[src/rtl/lpu_pkg.sv]
package lpu_pkg;
   localparam int CNT_W = 16;
   localparam int PC_W  = 16;
   localparam int II_W  = 6;

   // full descriptor as written by software
   typedef struct packed {
      logic              reload;
      logic [CNT_W-1:0]  start_v;
      logic [CNT_W-1:0]  end_v;
      logic [CNT_W-1:0]  step_v;
      logic [PC_W-1:0]   body_pc;
      logic [II_W-1:0]   ii;
   } lctx_t;

   // fields a running level needs after entry
   typedef struct packed {
      logic [CNT_W-1:0]  end_v;
      logic [CNT_W-1:0]  step_v;
      logic [PC_W-1:0]   body_pc;
      logic [II_W-1:0]   ii;
   } lrun_t;
endpackage

[src/rtl/lpu_ctx_file.sv]
module lpu_ctx_file
   import lpu_pkg::*;
#(
   parameter int NUM_CTX = 8,
   localparam int IW = (NUM_CTX > 1) ? $clog2(NUM_CTX) : 1
) (
   input  logic          clk,
   input  logic          rst_n,
   input  logic          wr_en,
   input  logic [IW-1:0] wr_idx,
   input  lctx_t         wr_data,
   input  logic [IW-1:0] rd_idx,
   output lctx_t         rd_data
);
   lctx_t regs_q [NUM_CTX];

   for (genvar c = 0; c < NUM_CTX; c++) begin : g_ctx
      always_ff @(posedge clk or negedge rst_n) begin
         if (!rst_n)
            regs_q[c] <= '0;
         else if (wr_en && wr_idx == IW'(c))
            regs_q[c] <= wr_data;
      end
   end

   // read returns the pre-write value when read and write collide
   always_comb begin
      rd_data = '0;
      for (int c = 0; c < NUM_CTX; c++)
         if (rd_idx == IW'(c)) rd_data = regs_q[c];
   end
endmodule

[src/rtl/lpu_stack.sv]
module lpu_stack
   import lpu_pkg::*;
#(
   parameter int DEPTH = 4,
   parameter int IW    = 3,
   localparam int DW = $clog2(DEPTH + 1)
) (
   input  logic          clk,
   input  logic          rst_n,
   input  logic          push,
   input  logic [IW-1:0] push_idx,
   input  lrun_t         push_run,
   input  logic          pop,
   output logic [DW-1:0] depth,
   output logic [IW-1:0] top_idx,
   output lrun_t         top_run
);
   logic [IW-1:0] idx_q [DEPTH];
   lrun_t         run_q [DEPTH];
   logic [DW-1:0] depth_q;

   always_ff @(posedge clk or negedge rst_n) begin
      if (!rst_n)
         depth_q <= '0;
      else if (push && depth_q < DW'(DEPTH))
         depth_q <= depth_q + DW'(1);
      else if (pop && depth_q != '0)
         depth_q <= depth_q - DW'(1);
   end

   for (genvar e = 0; e < DEPTH; e++) begin : g_ent
      always_ff @(posedge clk or negedge rst_n) begin
         if (!rst_n) begin
            idx_q[e] <= '0;
            run_q[e] <= '0;
         end else if (push && depth_q == DW'(e)) begin
            idx_q[e] <= push_idx;
            run_q[e] <= push_run;
         end
      end
   end

   always_comb begin
      top_idx = '0;
      top_run = '0;
      for (int e = 0; e < DEPTH; e++)
         if (depth_q == DW'(e + 1)) begin
            top_idx = idx_q[e];
            top_run = run_q[e];
         end
   end

   assign depth = depth_q;


   depth_bound_chk: assert property (@(posedge clk) disable iff (!rst_n)
      depth_q <= DW'(DEPTH));
endmodule

[src/rtl/lpu_count_bank.sv]
module lpu_count_bank
   import lpu_pkg::*;
#(
   parameter int NUM = 4,
   localparam int LW = (NUM > 1) ? $clog2(NUM) : 1
) (
   input  logic                 clk,
   input  logic                 rst_n,
   input  logic                 ld_en,
   input  logic [LW-1:0]        ld_sel,
   input  logic [CNT_W-1:0]     ld_val,
   input  logic                 up_en,
   input  logic [LW-1:0]        up_sel,
   input  logic [CNT_W-1:0]     up_val,
   output logic [NUM*CNT_W-1:0] counts
);
   for (genvar g = 0; g < NUM; g++) begin : g_cnt
      logic [CNT_W-1:0] cnt_q;
      always_ff @(posedge clk or negedge rst_n) begin
         if (!rst_n)
            cnt_q <= '0;
         else if (ld_en && ld_sel == LW'(g))
            cnt_q <= ld_val;
         else if (up_en && up_sel == LW'(g))
            cnt_q <= up_val;
      end
      assign counts[g*CNT_W +: CNT_W] = cnt_q;
   end


   excl_chk: assert property (@(posedge clk) disable iff (!rst_n)
      !(ld_en && up_en));
endmodule

[src/rtl/loop_seq_unit.sv]
module loop_seq_unit
   import lpu_pkg::*;
#(
   parameter int NUM_CTX = 8,
   parameter int DEPTH   = 4,
   localparam int IW = (NUM_CTX > 1) ? $clog2(NUM_CTX) : 1,
   localparam int DW = $clog2(DEPTH + 1),
   localparam int LW = (DEPTH > 1) ? $clog2(DEPTH) : 1
) (
   input  logic                   clk,
   input  logic                   rst_n,
   input  logic                   cfg_we,
   input  logic [IW-1:0]          cfg_idx,
   input  logic                   cfg_reload,
   input  logic [CNT_W-1:0]       cfg_start,
   input  logic [CNT_W-1:0]       cfg_end,
   input  logic [CNT_W-1:0]       cfg_step,
   input  logic [PC_W-1:0]        cfg_body_pc,
   input  logic [II_W-1:0]        cfg_ii,
   input  logic                   push_en,
   input  logic [IW-1:0]          push_idx,
   input  logic                   pop_en,
   input  logic                   pc_valid,
   input  logic [PC_W-1:0]        pc,
   output logic [DEPTH*CNT_W-1:0] counts_o,
   output logic [DW-1:0]          depth_o,
   output logic                   active_o,
   output logic [IW-1:0]          cur_idx_o,
   output logic [II_W-1:0]        cur_ii_o,
   output logic                   done_o,
   output logic [IW-1:0]          done_idx_o,
   output logic                   ovf_o
);
   if (DEPTH < 1) begin : g_bad_depth
      $error("loop_seq_unit: DEPTH must be at least 1");
   end
   if (NUM_CTX < 2) begin : g_bad_ctx
      $error("loop_seq_unit: NUM_CTX must be at least 2");
   end

   lctx_t         wr_ctx, rd_ctx;
   lrun_t         new_run, top_run;
   logic [DW-1:0] depth;
   logic [IW-1:0] top_idx;
   logic          full, empty;
   logic          do_push, do_popcmd, match, finish, do_pop;
   logic [LW-1:0] lvl_new, lvl_top;
   logic [CNT_W-1:0] cur_cnt, next_cnt;

   assign wr_ctx = '{reload: cfg_reload, start_v: cfg_start, end_v: cfg_end,
                     step_v: cfg_step, body_pc: cfg_body_pc, ii: cfg_ii};

   lpu_ctx_file #(.NUM_CTX(NUM_CTX)) u_ctx (
      .clk(clk), .rst_n(rst_n),
      .wr_en(cfg_we), .wr_idx(cfg_idx), .wr_data(wr_ctx),
      .rd_idx(push_idx), .rd_data(rd_ctx)
   );

   assign new_run = '{end_v: rd_ctx.end_v, step_v: rd_ctx.step_v,
                      body_pc: rd_ctx.body_pc, ii: rd_ctx.ii};

   assign full  = (depth == DW'(DEPTH));
   assign empty = (depth == '0);

   // priority: push, then explicit pop, then pc match
   assign do_push   = push_en && !full;
   assign do_popcmd = !push_en && pop_en && !empty;
   assign match     = !push_en && !pop_en && !empty && pc_valid
                      && (pc == top_run.body_pc);

   assign lvl_new  = LW'(depth);
   assign lvl_top  = LW'(depth - DW'(1));
   assign cur_cnt  = counts_o[int'(lvl_top)*CNT_W +: CNT_W];
   assign next_cnt = cur_cnt + top_run.step_v;
   assign finish   = match && (next_cnt == top_run.end_v);
   assign do_pop   = do_popcmd || finish;

   lpu_stack #(.DEPTH(DEPTH), .IW(IW)) u_stk (
      .clk(clk), .rst_n(rst_n),
      .push(do_push), .push_idx(push_idx), .push_run(new_run),
      .pop(do_pop),
      .depth(depth), .top_idx(top_idx), .top_run(top_run)
   );

   lpu_count_bank #(.NUM(DEPTH)) u_cnt (
      .clk(clk), .rst_n(rst_n),
      .ld_en(do_push), .ld_sel(lvl_new),
      .ld_val(rd_ctx.reload ? rd_ctx.start_v : '0),
      .up_en(match), .up_sel(lvl_top), .up_val(next_cnt),
      .counts(counts_o)
   );

   always_ff @(posedge clk or negedge rst_n) begin
      if (!rst_n) begin
         done_o     <= 1'b0;
         done_idx_o <= '0;
         ovf_o      <= 1'b0;
      end else begin
         done_o     <= do_pop;
         done_idx_o <= do_pop ? top_idx : done_idx_o;
         ovf_o      <= push_en && full;
      end
   end

   assign depth_o   = depth;
   assign active_o  = !empty;
   assign cur_idx_o = empty ? '0 : top_idx;
   assign cur_ii_o  = empty ? '0 : top_run.ii;


   push_depth_chk: assert property (@(posedge clk) disable iff (!rst_n)
      (push_en && !full) |=> depth_o == $past(depth_o) + DW'(1));


   no_overflow_chk: assert property (@(posedge clk) disable iff (!rst_n)
      (push_en && full) |=> (ovf_o && $stable(depth_o) && $stable(counts_o)));


   done_pop_chk: assert property (@(posedge clk) disable iff (!rst_n)
      done_o |-> depth_o == $past(depth_o) - DW'(1));


   idle_hold_chk: assert property (@(posedge clk) disable iff (!rst_n)
      (!active_o && !push_en) |=> ($stable(counts_o) && depth_o == '0 && !done_o));


   count_hold_chk: assert property (@(posedge clk) disable iff (!rst_n)
      (!push_en && !(pc_valid && active_o)) |=> $stable(counts_o));
endmodule

[config.mk]
export PLATFORM = sky130hd
export DESIGN_NAME = loop_seq_unit
export DESIGN_NICKNAME = d
export VERILOG_FILES = /design/src/rtl/lpu_pkg.sv /design/src/rtl/lpu_ctx_file.sv /design/src/rtl/lpu_stack.sv /design/src/rtl/lpu_count_bank.sv /design/src/rtl/loop_seq_unit.sv
export SDC_FILE = /design/constraint.sdc
export NUM_CORES = 1
export LEC_CHECK = 0
export BUFFER_PORTS_ARGS = -buffer_cell sky130_fd_sc_hd__buf_2
export CAP_MARGIN = 20
export CORE_ASPECT_RATIO = 1.75
export CORE_MARGIN = 2
export CORE_UTILIZATION = 62
export CTS_BUF_LIST = sky130_fd_sc_hd__clkbuf_4
export CTS_CLUSTER_SIZE = 14
export DETAILED_ROUTE_END_ITERATION = 12
export HOLD_SLACK_MARGIN = 0.08
export PLACE_DENSITY_LB_ADDON = 0.12
export SLEW_MARGIN = 10
export SYNTH_ARGS = -nofsm -noshare
export SYNTH_HDL_FRONTEND = slang
export SYNTH_SLANG_ARGS = --single-unit
[constraint.sdc]
create_clock -name clk -period 8.4 [get_ports clk]
set_input_delay 0.42 -clock clk [delete_from_list [all_inputs] [get_ports clk]]
set_output_delay 0.42 -clock clk [all_outputs]
set_load 0.02 [all_outputs]
---- Yosys cells after proc, flatten, opt, wreduce, memory -nomap -nowiden ----
Index checks and enable logic that the tools add are counted.
operators by class
  add/sub/neg operators ................... 3
  $lt $le $gt $ge ......................... 1
  equal/unequal tests ..................... 26
  shift-type cells ........................ 1
  muxes and demuxes ....................... 29
  reduce and logical (&&, ||, !) cells .... 47
operators with widths
  cell                   number
  $mux W71               8
  $mux W54               4
  $mux W16               9
  $shiftx A64 B7 Y16     1
  $eq A16 B16 Y1         2
  $logic_and A1 B1 Y1    31
  $eq A3 B3 Y1 const B   9
  $mux W3                7
  $eq A3 B2 Y1 const B   6
  $add A16 B16 Y16       1
  $reduce_bool A2 Y1     5
  $eq A3 B1 Y1 const B   3
  $logic_not A3 Y1       3
  $eq A2 B2 Y1 const B   4
  $mux W6                1
  $eq A2 B1 Y1 const B   2
  $logic_not A1 Y1       4
  $logic_not A2 Y1       2
  $add A3 B1 Y3 const B  1
  $lt A3 B3 Y1 const B   1
  $reduce_bool A3 Y1     1
  $sub A3 B1 Y3 const B  1
  $logic_or A1 B1 Y1     1
word-level totals
  bits in registers ....................... 868
  output and inout port bits .............. 82

---- Depth between registers and ports, before layout ----
Gate-level depths: netlist (run 1).
  depth in word-level cells ............... 12
  depth in mapped cells ................... 25

---- Cells and area by module ----
A second synthesis (run 1) with hierarchy kept.
second synthesis, totals
  cells, all modules ...................... 2790
  area, all modules ....................... 40445.0 um^2
modules (own cells, without submodules)
  module          times used  cells an instance  area an instance (um^2)
  lpu_ctx_file    1           1460               25238.0
  lpu_stack       1           719                10017.1
  lpu_count_bank  1           360                2979.1
  loop_seq_unit   1           251                2210.9

---- Least setup slack after synthesis (run 1) ----
Ideal clock, no wire load.
  kind .................................... reg-to-reg
  start point ............................. register u_stk.depth_q[0] (netlist: u_stk.depth[0])
  end point ............................... register u_stk.depth_q[1] (netlist: u_stk.depth[1])
  library setup time ...................... 0.067 ns
  arrival time ............................ 5.634 ns
  data required time ...................... 8.333 ns
  slack ................................... 2.700 ns
  stages on the path, launching flop included .. 26
  buffers on the path ..................... 9
  cells stage by stage .................... dfrtp_1 -> buf_2 -> buf_1 -> inv_1 -> ha_1 -> buf_6 -> and2_1 -> buf_6 -> buf_6 -> buf_2 -> buf_1 -> buf_1 -> nand2_1 -> o21ai_0 -> ha_1 -> fa_1 -> a211oi_2 -> o21ai_1 -> a21boi_1 -> xnor3_1 -> nor4b_1 -> nand4_1 -> nor4_4 -> or2_0 -> buf_2 -> o311a_1
on the way
  word-level cells in the longest chain between the ends .. 11
  elaborated cells between the ends (all ways) .. 31
  classes of those cells .................. add/sub: 3; order compare: 1; eq/ne: 6; shift: 1; mux: 6; reduce/logical: 14
ends and longest elaborated chain
  item                                                      RTL line             source
  from (decl)                                               lpu_stack.sv:20      logic [DW-1:0] depth_q;
  from (signal assigned)                                    lpu_stack.sv:26      depth_q <= depth_q + DW'(1);
  from (signal assigned)                                    lpu_stack.sv:28      depth_q <= depth_q - DW'(1);
  branches (longest 8 deep; another with $add A16 B16 Y16)  --
  $logic_or A1 B1 Y1 (*)                                    loop_seq_unit.sv:76  assign do_pop = do_popcmd || finish;
  net do_pop                                                loop_seq_unit.sv:46  logic do_push, do_popcmd, match, finish, do_pop;
  $logic_and A1 B1 Y1 (*)                                   lpu_stack.sv:27      else if (pop && depth_q != '0)
  $reduce_bool A2 Y1 (no line) (*)                          --
Mark *: on every way through the listed nets, which the timed path passes. The select of a mux whose other input is x is not followed.
A chain may end at the register's enable or synchronous reset.

---- Final worst setup path (run 1) ----
  start point ............................. register u_stk.depth_q[0] (netlist: u_stk.depth[0])
  end point ............................... register done_idx_o[2]
on the way
  word-level cells in the longest chain between the ends .. 9
  elaborated cells between the ends (all ways) .. 25
  classes of those cells .................. add/sub: 2; eq/ne: 6; shift: 1; mux: 8; reduce/logical: 8
ends and longest elaborated chain
  item                                                      RTL line              source
  branches (longest 9 deep; another with $add A16 B16 Y16)  --
  to (signal assigned)                                      loop_seq_unit.sv:100  done_idx_o <= do_pop ? top_idx : done_idx_o;
  to (decl)                                                 loop_seq_unit.sv:31   output logic [IW-1:0] done_idx_o,
Parallel ways; which one is timed is not known.

==> flow_metrics.py, run 1 <==
metrics = {
    "outcome": {
        "status": "finished, final reports clean",
    },
    "hold_path": {
        "hold_class": "input pin to asynchronous set/reset pin",
    },
    "sta": {
        "fin_crit_ps": 6600,
        "hold_viol": 0,
        "layout_setup_ws_ps": 1800,
        "finalClockSkew_ps": 57.4,
        "rsz0062_at_grt": "no",
        "setup_tns_ps": 0,
        "worst_pin_slew_ps": 1180,
        "drv_slew": 0,
        "max_freq_mhz": 151,
        "maxSlewHeadroom": 0.211,
        "fin_hold_ws_ps": 123,
        "finalSetupViolCount": 0,
        "period_share": 0.786,
    },
    "final_layout": {
        "final_core_util": 0.701,
        "num-nets-final": 3620,
        "syn_to_final_growth_pct": 12.0,
        "n_fill_cell": 4670,
        "drive_above_1_share": 0.352,
    },
    "placement": {
        "place.gp.congestion": 0.912,
        "post-place-ws_ps": 1860,
        "io_buffers": 180,
        "place.detailed.hpwl_mm": 70.8,
    },
    "route": {
        "viasPerCell": 6.33,
        "antenna_left": 0,
        "wl_per_cell_um": 24.7,
        "first_iter_violations": 1908,
        "vias": 28300,
        "drc_errors": 0,
        "wl_mm": 110,
        "first_pass_iters": 6,
    },
    "power_and_ir_drop": {
        "p_total_mw": 13.8,
        "power_density_mw_per_mm2": 307,
        "ir_drop_mv": 0.169,
        "leakagePower_nw": 20.9,
    },
    "floorplan": {
        "core-area_mm2": 0.0642,
        "die_x_um": 196,
        "ios": 181,
        "placementRows": 123,
        "die_h_um": 341,
        "die_area_mm2": 0.0670,
        "start_util": 0.626,
    },
    "synthesis": {
        "ys_ff_latch": 868,
        "synth_area_leader_cell": "dfrtp_1",
        "synth_nets": 3349,
        "async_flop_share": 1.00,
        "ys_top_cells_by_area": "dfrtp_1, mux2_2, mux2i_1",
        "syn_inst": 3228,
        "synth-seq-area-share": 0.540,
        "synthFlopType": "dfrtp_1",
        "synth_area_mm2": 0.0402,
        "synth_edf_count": 0,
        "ys_types": 76,
        "syn_avg_cell_area_um2": 12.5,
        "synth_warnings": 0,
        "synth_top_cell_area_share": 0.540,
    },
    "setup_path": {
        "cpLargestDelayFamily": "compound AO/OA/AOI/OAI gates",
        "cpPeakStageDelay_ps": 960,
        "worstSetupPathType": "register to register",
        "crit_chain": "buf_4, inv_1, ha_1, nor3b_4, a221o_1, o21ai_0, o21ai_0, ha_1, fa_1, a211oi_2, o211ai_1, a311oi_1, a311oi_2, xor2_1, nand4_1, nor4_4, or2_0, a31oi_1",
        "cp.required_ps": 9200,
        "cp_num_cells": 18,
        "cp.arrival_ps": 7400,
        "critical_path.max_fanout": 23,
        "reg2reg_depth": 18,
        "critPathBufInv": 2,
        "end_kind": "register",
        "cpMaxStageDelayCell": "nor3b_4",
        "worst_setup_path_start_kind": "register",
    },
    "global_routing": {
        "antenna_found_initial": 7,
        "first_global_vias": 30100,
        "grt_util_all_layers": 0.338,
        "grt_pass1_wl_mm": 173,
        "grt_overflow_total": 0,
        "grt_max_degree": 200,
    },
    "cts": {
        "clock-sinks": 868,
        "cts.repair.resized": 0,
        "cts_made_buffers": 194,
        "tritoncts": "yes",
        "clk-insertion-delay-late_ps": 970,
        "ctsHtreeMaxLevel": 4,
        "root_buffer": "clkbuf_4",
        "cts_buffer_depth": 3,
        "clk_pin_slew_worst_paths_ps": 70,
    },
    "flow_run": {
        "maxCapViolCount": 0,
    },
}
[path summary, 6_finish.rpt]
| path | end | start | slack [ps] |
|---|---|---|---|
| max | done_idx_o[2]$_DFFE_PN0P_ | u_stk.depth[0]$_DFFE_PN0P_ | 1800 |
| min | u_cnt.g_cnt[3].cnt_q[3]$_DFFE_PN0P_ | rst_n | 120 |
| max reg2reg | done_idx_o[2]$_DFFE_PN0P_ | u_stk.depth[0]$_DFFE_PN0P_ | 1800 |
| min reg2reg | u_stk.run_q[103]$_DFFE_PN0P_ | u_stk.run_q[103]$_DFFE_PN0P_ | 480 |
| max in group asynchronous | u_ctx.regs_q[367]$_DFFE_PN0P_ | rst_n | 6500 |
| min in group clk | u_ctx.regs_q[22]$_DFFE_PN0P_ | cfg_idx[2] | 200 |
[through the flow]
step / area, um2 / instances
final: 45000 / 4468
after detailed placement: 41700 / 4036
after global placement: 41700 / 4036
after CTS: 44900 / 4457
after floorplan: 40200 / 3228
after global routing: 45000 / 4463
[synthesized netlist by cell type (6+ instances only)]
cell type / number
nor2_1: 102
o211ai_1: 28
or2_2: 16
a22oi_1: 26
nand4_1: 6
nand3_1: 16
a221o_1: 30
nand2b_1: 8
clkbuf_1: 180
ha_1: 21
nand2_1: 306
xor2_1: 19
and2_1: 9
a22o_1: 27
buf_6: 9
a221oi_1: 25
o21a_1: 25
a31oi_1: 15
dfrtp_1: 868
buf_1: 24
a21o_1: 9
mux2_2: 617
nor2b_1: 9
mux4_2: 71
xnor2_1: 13
buf_2: 21
mux2i_1: 185
a21oi_1: 135
nor3_1: 14
inv_1: 12
o221a_2: 6
o21ai_0: 293
[layer usage]
layer | vias to the layer above | track usage | routed length (um)
li1 | 12400 | - | -
met4 | 2 | 0.190 | 6030
met1 | 14600 | 0.408 | 42300
met2 | 1009 | 0.576 | 56000
met5 | - | 0 | 12
met3 | 287 | 0.0583 | 6040
[what timing repair did]
action                    4_1_cts  5_1_grt
hold buffers                   77        0
hold endpoints to repair      662        0
buffers inserted                0        0
[kinds of logic (layout without fill, tap and decap cells)]
group	Yosys count	in the layout	synth area share
buf+inv	250	669	0.0261
compound gates	657	657	0.101
other cells	0	9	0
mux	873	873	0.259
simple gates	522	522	0.0578
fa+ha+maj	22	22	0.00703
flops	868	868	0.540
xor+xnor	36	36	0.00906
[state kept, by name, indices dropped and copies added (netlist names)]
register,flops
done_o,1
u_ctx.regs_q,568
done_idx_o,3
u_stk.depth,3
u_stk.run_q,216
u_cnt.g_cnt.cnt_q,64
ovf_o,1
u_stk.idx_q,12
[area by class of cell]
class	instances	area (um2)	share of cell area
clock buffer	288	2160	0.0480
multi-input combinational	2110	17500	0.389
clock inverter	56	299	0.00664
timing repair buffer	313	2220	0.0494
inverter	12	45.0	0.00100
tap	812	1020	0.0226
antenna	9	22.5	0.000500
sequential	868	21700	0.483
[power breakdown]
| group | internal, mW | switching [mW] |
|---|---|---|
| logic | 1.83 | 2.67 |
| clock network | 1.65 | 1.61 |
| registers | 5.35 | 0.684 |
| total | 8.83 | 4.96 |
[worst register-to-register path, cell delays in order, from the launching register on]
cell      delay, ps
dfrtp_1         320
buf_4           370
inv_1           160
ha_1            560
nor3b_4         960
a221o_1         300
o21ai_0          80
o21ai_0         240
ha_1            290
fa_1            270
a211oi_2        110
o211ai_1        520
a311oi_1        210
a311oi_2        810
xor2_1          200
nand4_1         240
nor4_4          370
or2_0           300
a31oi_1         130
[cell usage in the layout, fill, tap and decap left out, types with 8 or more instances in the layout]
cell type        n
dfrtp_1        868
mux2_2         617
nand2_1        303
o21ai_0        293
clkbuf_4       288
mux2i_1        185
buf_2          176
a21oi_1        135
nor2_1         102
dlygate4sd3_1   76
mux4_2          71
buf_4           50
clkinv_1        43
a221o_1         30
o211ai_1        28
a22o_1          27
a22oi_1         26
a221oi_1        25
o21a_1          25
ha_1            20
xor2_1          19
or2_2           16
nand3_1         15
a31oi_1         15
xnor2_1         13
inv_1           12
nor3_1          12
diode_2          9
a21o_1           9
and2_1           9
nand2b_1         8
No activity file was read; power rests on OpenSTA's default activity.
==> inputs of run 2 (changes only) <==
Clock period 8.4 ns to 6.58 ns, I/O delays scaled along.
==> run 2 against run 1 <==
Die area is the same. Clock skew rose by 25 ps. Worst setup slack got worse by 780 ps. Flip-flop and latch count unchanged. Sequential share of layout area shrank 0.11 points. Count of clock-buffer cells in the layout increased by 9. Clock power grew 27%. Global-route usage up 0.16 points. Non-clock buffer count is 17 higher.
==> flow_metrics.py, run 2 (synthesis gave the netlist of run 1 again) <==
metrics = {
    "outcome": {
        "status": "finished, final reports clean",
    },
    "power_and_ir_drop": {
        "leakagePower_nw": 20.9,
        "p_total_mw": 17.7,
        "ir_drop_mv": 0.234,
        "power_density_mw_per_mm2": 392,
    },
    "sta": {
        "finalSetupViolCount": 0,
        "maxSlewHeadroom": 0.244,
        "fin_crit_ps": 5560,
        "worst_pin_slew_ps": 1130,
        "drv_slew": 0,
        "rsz0062_at_grt": "no",
        "setup_tns_ps": 0,
        "period_share": 0.845,
        "finalClockSkew_ps": 82.5,
        "max_freq_mhz": 180,
        "hold_viol": 0,
        "fin_hold_ws_ps": 157,
    },
    "floorplan": {
        "die_h_um": 341,
        "die_x_um": 196,
        "core-area_mm2": 0.0642,
        "die_area_mm2": 0.0670,
        "placementRows": 123,
        "ios": 181,
        "start_util": 0.626,
    },
    "route": {
        "viasPerCell": 6.28,
        "vias": 28200,
        "antenna_left": 0,
        "wl_mm": 112,
        "first_iter_violations": 1959,
        "first_pass_iters": 6,
        "drc_errors": 0,
        "wl_per_cell_um": 24.9,
    },
    "setup_path": {
        "critical_path.max_fanout": 19,
        "end_kind": "register",
        "cp.required_ps": 7410,
        "worstSetupPathType": "register to register",
        "reg2reg_depth": 18,
        "cp.arrival_ps": 6390,
        "worst_setup_path_start_kind": "register",
    },
    "global_routing": {
        "grt_overflow_total": 0,
        "grt_util_all_layers": 0.340,
        "first_global_vias": 30000,
        "grt_max_degree": 171,
        "antenna_found_initial": 8,
        "grt_pass1_wl_mm": 173,
    },
    "placement": {
        "io_buffers": 180,
        "place.gp.congestion": 0.954,
        "place.detailed.hpwl_mm": 71.2,
    },
    "final_layout": {
        "syn_to_final_growth_pct": 12.2,
        "layout_commonest_cell": "dfrtp_1",
        "num-nets-final": 3635,
        "reg_top3": "u_ctx.regs_q (568), u_stk.run_q (216), u_cnt.g_cnt.cnt_q (64)",
        "largest_reg_flops": 568,
        "drive_above_1_share": 0.356,
        "top_register": "u_ctx.regs_q",
        "mostFrequentLayoutCells": "dfrtp_1, mux2_2, nand2_1, clkbuf_4, o21ai_0",
    },
    "cts": {
        "root_buffer": "clkbuf_4",
        "cts_buffer_depth": 3,
        "tritoncts": "yes",
        "cts_setup_buffers": 0,
        "cts_hold_buf": 82,
        "clk_pin_slew_worst_paths_ps": 80,
        "ctsHtreeMaxLevel": 4,
        "clock-sinks": 868,
        "cts.repair.resized": 0,
        "clk-insertion-delay-late_ps": 990,
        "cts_made_buffers": 192,
    },
    "hold_path": {
        "hold_class": "input pin to register",
        "hold_depth": 4,
    },
    "flow_run": {
        "maxCapViolCount": 0,
    },
}
-- run 2: changes by cell type in the layout (fill, tap and decap cells not counted), sizes merged --
| cell | previous run | this run |
|---|---|---|
| bufinv | 3 | 1 |
| clkinvlp | 2 | 3 |
| inv | 18 | 17 |
| diode | 9 | 8 |
| clkinv | 45 | 36 |
| clkbuf | 289 | 299 |
| dlygate4sd3 | 76 | 81 |
| buf | 236 | 247 |
-- run 2: cell type report --
class | count | area (um2)
sequential | 868 | 21700
fill | 4642 | 19100
multi-input combinational | 2110 | 17500
timing repair buffer | 330 | 2350
clock buffer | 297 | 2230
tap | 812 | 1020
clock inverter | 45 | 214
inverter | 12 | 45.0
antenna | 8 | 20.0
-- run 2: critical path: stages (launching register included) --
cell and delay [ps]:
dfrtp_1 440, inv_1 130, ha_1 150, buf_4 210, nor3b_4 340, buf_4 310, a221o_1 180, o21ai_0 70
o21ai_0 330, ha_1 340, o21ai_0 200, a211oi_1 610, nand3_1 230, and4_1 250, a211oi_1 450, nand4_1 330
nor4_4 380, or2_0 330, a31oi_1 150
-- run 2: worst paths after layout --
check	from	to	slack, ps
max in group asynchronous	rst_n	u_ctx.regs_q[43]$_DFFE_PN0P_	4770
max reg2reg	u_stk.depth[1]$_DFFE_PN0P_	done_idx_o[1]$_DFFE_PN0P_	1020
max	u_stk.depth[1]$_DFFE_PN0P_	done_idx_o[1]$_DFFE_PN0P_	1020
min	cfg_idx[0]	u_ctx.regs_q[251]$_DFFE_PN0P_	160
min reg2reg	u_stk.run_q[84]$_DFFE_PN0P_	u_stk.run_q[84]$_DFFE_PN0P_	470
min in group asynchronous	rst_n	u_ctx.regs_q[443]$_DFFE_PN0P_	490
-- run 2: power by group --
part / leakage (nW) / switching, mW / total, mW / internal, mW
Combinational: 8.71 / 3.45 / 5.83 / 2.38
Clock: 1.47 / 2.06 / 4.15 / 2.08
Sequential: 10.8 / 0.894 / 7.72 / 6.83
-- run 2: stage by stage --
| stage | setup WS [ps] | instances | util | area, um2 |
|---|---|---|---|---|
| 4_1_cts | 1110 | 4470 | 0.702 | 45000 |
| 3_3_place_gp | 1320 | 4046 | 0.651 | 41800 |
| 6_report | 1020 | 4482 | 0.703 | 45100 |
| 2_1_floorplan | 880 | 3228 | - | 40200 |
| 5_1_grt | 788 | 4479 | 0.703 | 45100 |
| 3_5_place_dp | 1120 | 4046 | 0.651 | 41800 |
-- run 2: per-layer routing --
metal	share of wire	GRT usage	wire length (um)
met1	0.39	0.414	43100
met2	0.50	0.569	55600
met3	0.058	0.0637	6470
met4	0.056	0.196	6270
met5	0.00012	0	13
==> inputs of run 3 (changes only) <==
Clock period 6.58 ns to 5.8 ns, I/O delays scaled along.
==> run 3 against run 2 <==
Sequential power rose by 15%. Global-route usage rose by 0.34 points. Critical path type unchanged. Critical path depth decreased by 1. Combinational power is 14% higher. First-iteration DRC count is 5.6% higher. Largest cell class unchanged. Clock power is 17% higher. Highest routed layer unchanged. Via count is 1.3% higher. Die area is the same. Cell count about the same. Clock skew is 22 ps lower. Sequential share of layout area decreased by 0.20 points. Non-clock buffer count rose by 15.
==> flow_metrics.py, run 3 (synthesis gave the netlist of run 1 again) <==
metrics = {
    "cts": {
        "cts_buffer_depth": 3,
        "root_buffer": "clkbuf_4",
        "cts_made_buffers": 192,
        "clk-insertion-delay-late_ps": 1000,
        "tritoncts": "yes",
        "ctsHtreeMaxLevel": 4,
        "clock-sinks": 868,
        "clk_pin_slew_worst_paths_ps": 60,
    },
    "sta": {
        "drv_slew": 0,
        "rsz0062_at_grt": "no",
        "maxSlewHeadroom": 0.163,
        "max_freq_mhz": 185,
        "worst_pin_slew_ps": 1260,
        "setup_tns_ps": 0,
        "hold_viol": 0,
        "finalSetupViolCount": 0,
        "fin_crit_ps": 5400,
        "finalClockSkew_ps": 60.7,
        "period_share": 0.931,
    },
    "final_layout": {
        "mostFrequentLayoutCells": "dfrtp_1, mux2_2, nand2_1, o21ai_0, clkbuf_4",
        "multi_input_area_mm2": 0.0175,
        "reg_top3": "u_ctx.regs_q (568), u_stk.run_q (216), u_cnt.g_cnt.cnt_q (64)",
        "seq_area_mm2": 0.0217,
        "largest_reg_flops": 568,
        "syn_to_final_growth_pct": 12.7,
        "layout_commonest_cell": "dfrtp_1",
        "n_fill_cell": 4663,
        "drive_above_1_share": 0.357,
        "top_register": "u_ctx.regs_q",
        "num-nets-final": 3650,
    },
    "global_routing": {
        "grt_util_all_layers": 0.343,
        "first_global_vias": 30200,
        "antenna_found_initial": 10,
        "grt_pass1_wl_mm": 174,
        "grt_max_degree": 181,
        "grt_overflow_total": 0,
    },
    "power_and_ir_drop": {
        "clkPwrFrac": 0.238,
        "p_total_mw": 20.3,
        "power_switching_mw": 7.29,
        "intPower_mw": 13.0,
        "ir_drop_mv": 0.226,
        "power_density_mw_per_mm2": 448,
        "sw_frac_of_total": 0.359,
        "comb_power_share": 0.326,
        "leakagePower_nw": 21.0,
        "seqPwrFrac": 0.436,
    },
    "floorplan": {
        "die_h_um": 341,
        "core-area_mm2": 0.0642,
        "start_util": 0.626,
        "ios": 181,
        "die_x_um": 196,
        "die_area_mm2": 0.0670,
        "placementRows": 123,
    },
    "route": {
        "wl_mm": 112,
        "viasPerCell": 6.37,
        "first_pass_iters": 5,
        "vias": 28500,
        "antenna_left": 0,
        "wl_per_cell_um": 25.1,
        "first_iter_violations": 2069,
        "drc_errors": 0,
    },
    "setup_path": {
        "critical_path.max_fanout": 9,
        "end_kind": "register",
        "cp.arrival_ps": 6300,
        "worst_setup_path_start_kind": "register",
        "cp.required_ps": 6710,
        "worstSetupPathType": "register to register",
    },
    "outcome": {
        "status": "finished, final reports clean",
    },
    "flow_run": {
        "maxCapViolCount": 0,
    },
    "placement": {
        "place.detailed.hpwl_mm": 72.3,
        "io_buffers": 180,
        "place.gp.congestion": 0.961,
    },
    "hold_path": {
        "hold_class": "input pin to register",
    },
}
run 3: cell count changes in the layout (fill, tap and decap cells not counted):
cell           change
inv_2              -3
clkinv_4           +1
dlygate4sd3_1      +3
clkbuf_4          -11
nor2b_2            +1
buf_12             +2
buf_6              -1
buf_4             +12
clkinvlp_4         +1
clkinv_1           -7
nor2b_4            -1
bufinv_16          +5
run 3: final timing paths:
check                                            start  slack, ps  depth (start not counted)                                   to
min                                              pc[8]        130                          7            done_idx_o[1]$_DFFE_PN0P_
min reg2reg                u_stk.run_q[94]$_DFFE_PN0P_        480                          2          u_stk.run_q[94]$_DFFE_PN0P_
min in group asynchronous                        rst_n        590                          4  u_cnt.g_cnt[3].cnt_q[9]$_DFFE_PN0P_
max                         u_stk.depth[0]$_DFFE_PN0P_        400                         17           u_stk.depth[1]$_DFFE_PN0P_
max reg2reg                 u_stk.depth[0]$_DFFE_PN0P_        400                         17           u_stk.depth[1]$_DFFE_PN0P_
max in group asynchronous                        rst_n       4080                          4        u_ctx.regs_q[451]$_DFFE_PN0P_
run 3: worst max-delay path: stages, from the launching register on:
cell and delay, ps:
dfrtp_1 460, inv_1 140, ha_1 270, nor2b_2 470, buf_4 210, a221o_1 120
o21ai_0 80, o21ai_0 480, ha_1 390, a21oi_1 230, o211ai_1 300, a211o_1 370
and4_1 180, a211oi_1 430, nand4_1 310, nor4_4 390, or2_0 300, o311a_1 200
run 3: final cells by class:
class / instances / area share
diodes: 8 / 0.000442
clock buffers: 287 / 0.0476
clock inverters: 42 / 0.00757
inverters: 12 / 0.000994
multi-input cells: 2110 / 0.387
flip-flops and latches: 868 / 0.479
well taps: 812 / 0.0224
repair buffers: 345 / 0.0550
run 3: what timing repair did:
item / 4_1_cts / 5_1_grt
setup buffers: 0 / 0
gates resized for setup: 0 / 0
endpoints found under the hold margin: 724 / 0
hold buffers: 85 / 0
run 3: through the flow:
stage	util	std cells	instance area (um2)	hold slack [ps]	setup slack [ps]
2_1_floorplan	-	3228	40200	-5.59	99.6
3_3_place_gp	0.653	4061	41900	447	714
3_5_place_dp	0.653	4061	41900	470	522
4_1_cts	0.705	4475	45300	91.7	497
5_1_grt	0.706	4482	45300	149	79.7
6_report	0.706	4484	45300	134	400
run 3: per-layer routing:
| metal | wire length [um] | track usage | part of all wire |
|---|---|---|---|
| met1 | 43400 | 0.417 | 0.39 |
| met4 | 7400 | 0.226 | 0.066 |
| met5 | 13 | 0 | 0.00012 |
| met3 | 6310 | 0.0584 | 0.056 |
| met2 | 55300 | 0.568 | 0.49 |
run 3: power by group through the flow:
stage               clock network, mW  logic (mW)  registers [mW]
floorplan                           0        4.13            8.71
global route                     5.24        7.08            9.01
global placement                    0        6.23            8.80
detailed placement                  0        6.45            8.93
finish                           4.84        6.62            8.86
CTS                              4.95        6.52            8.81
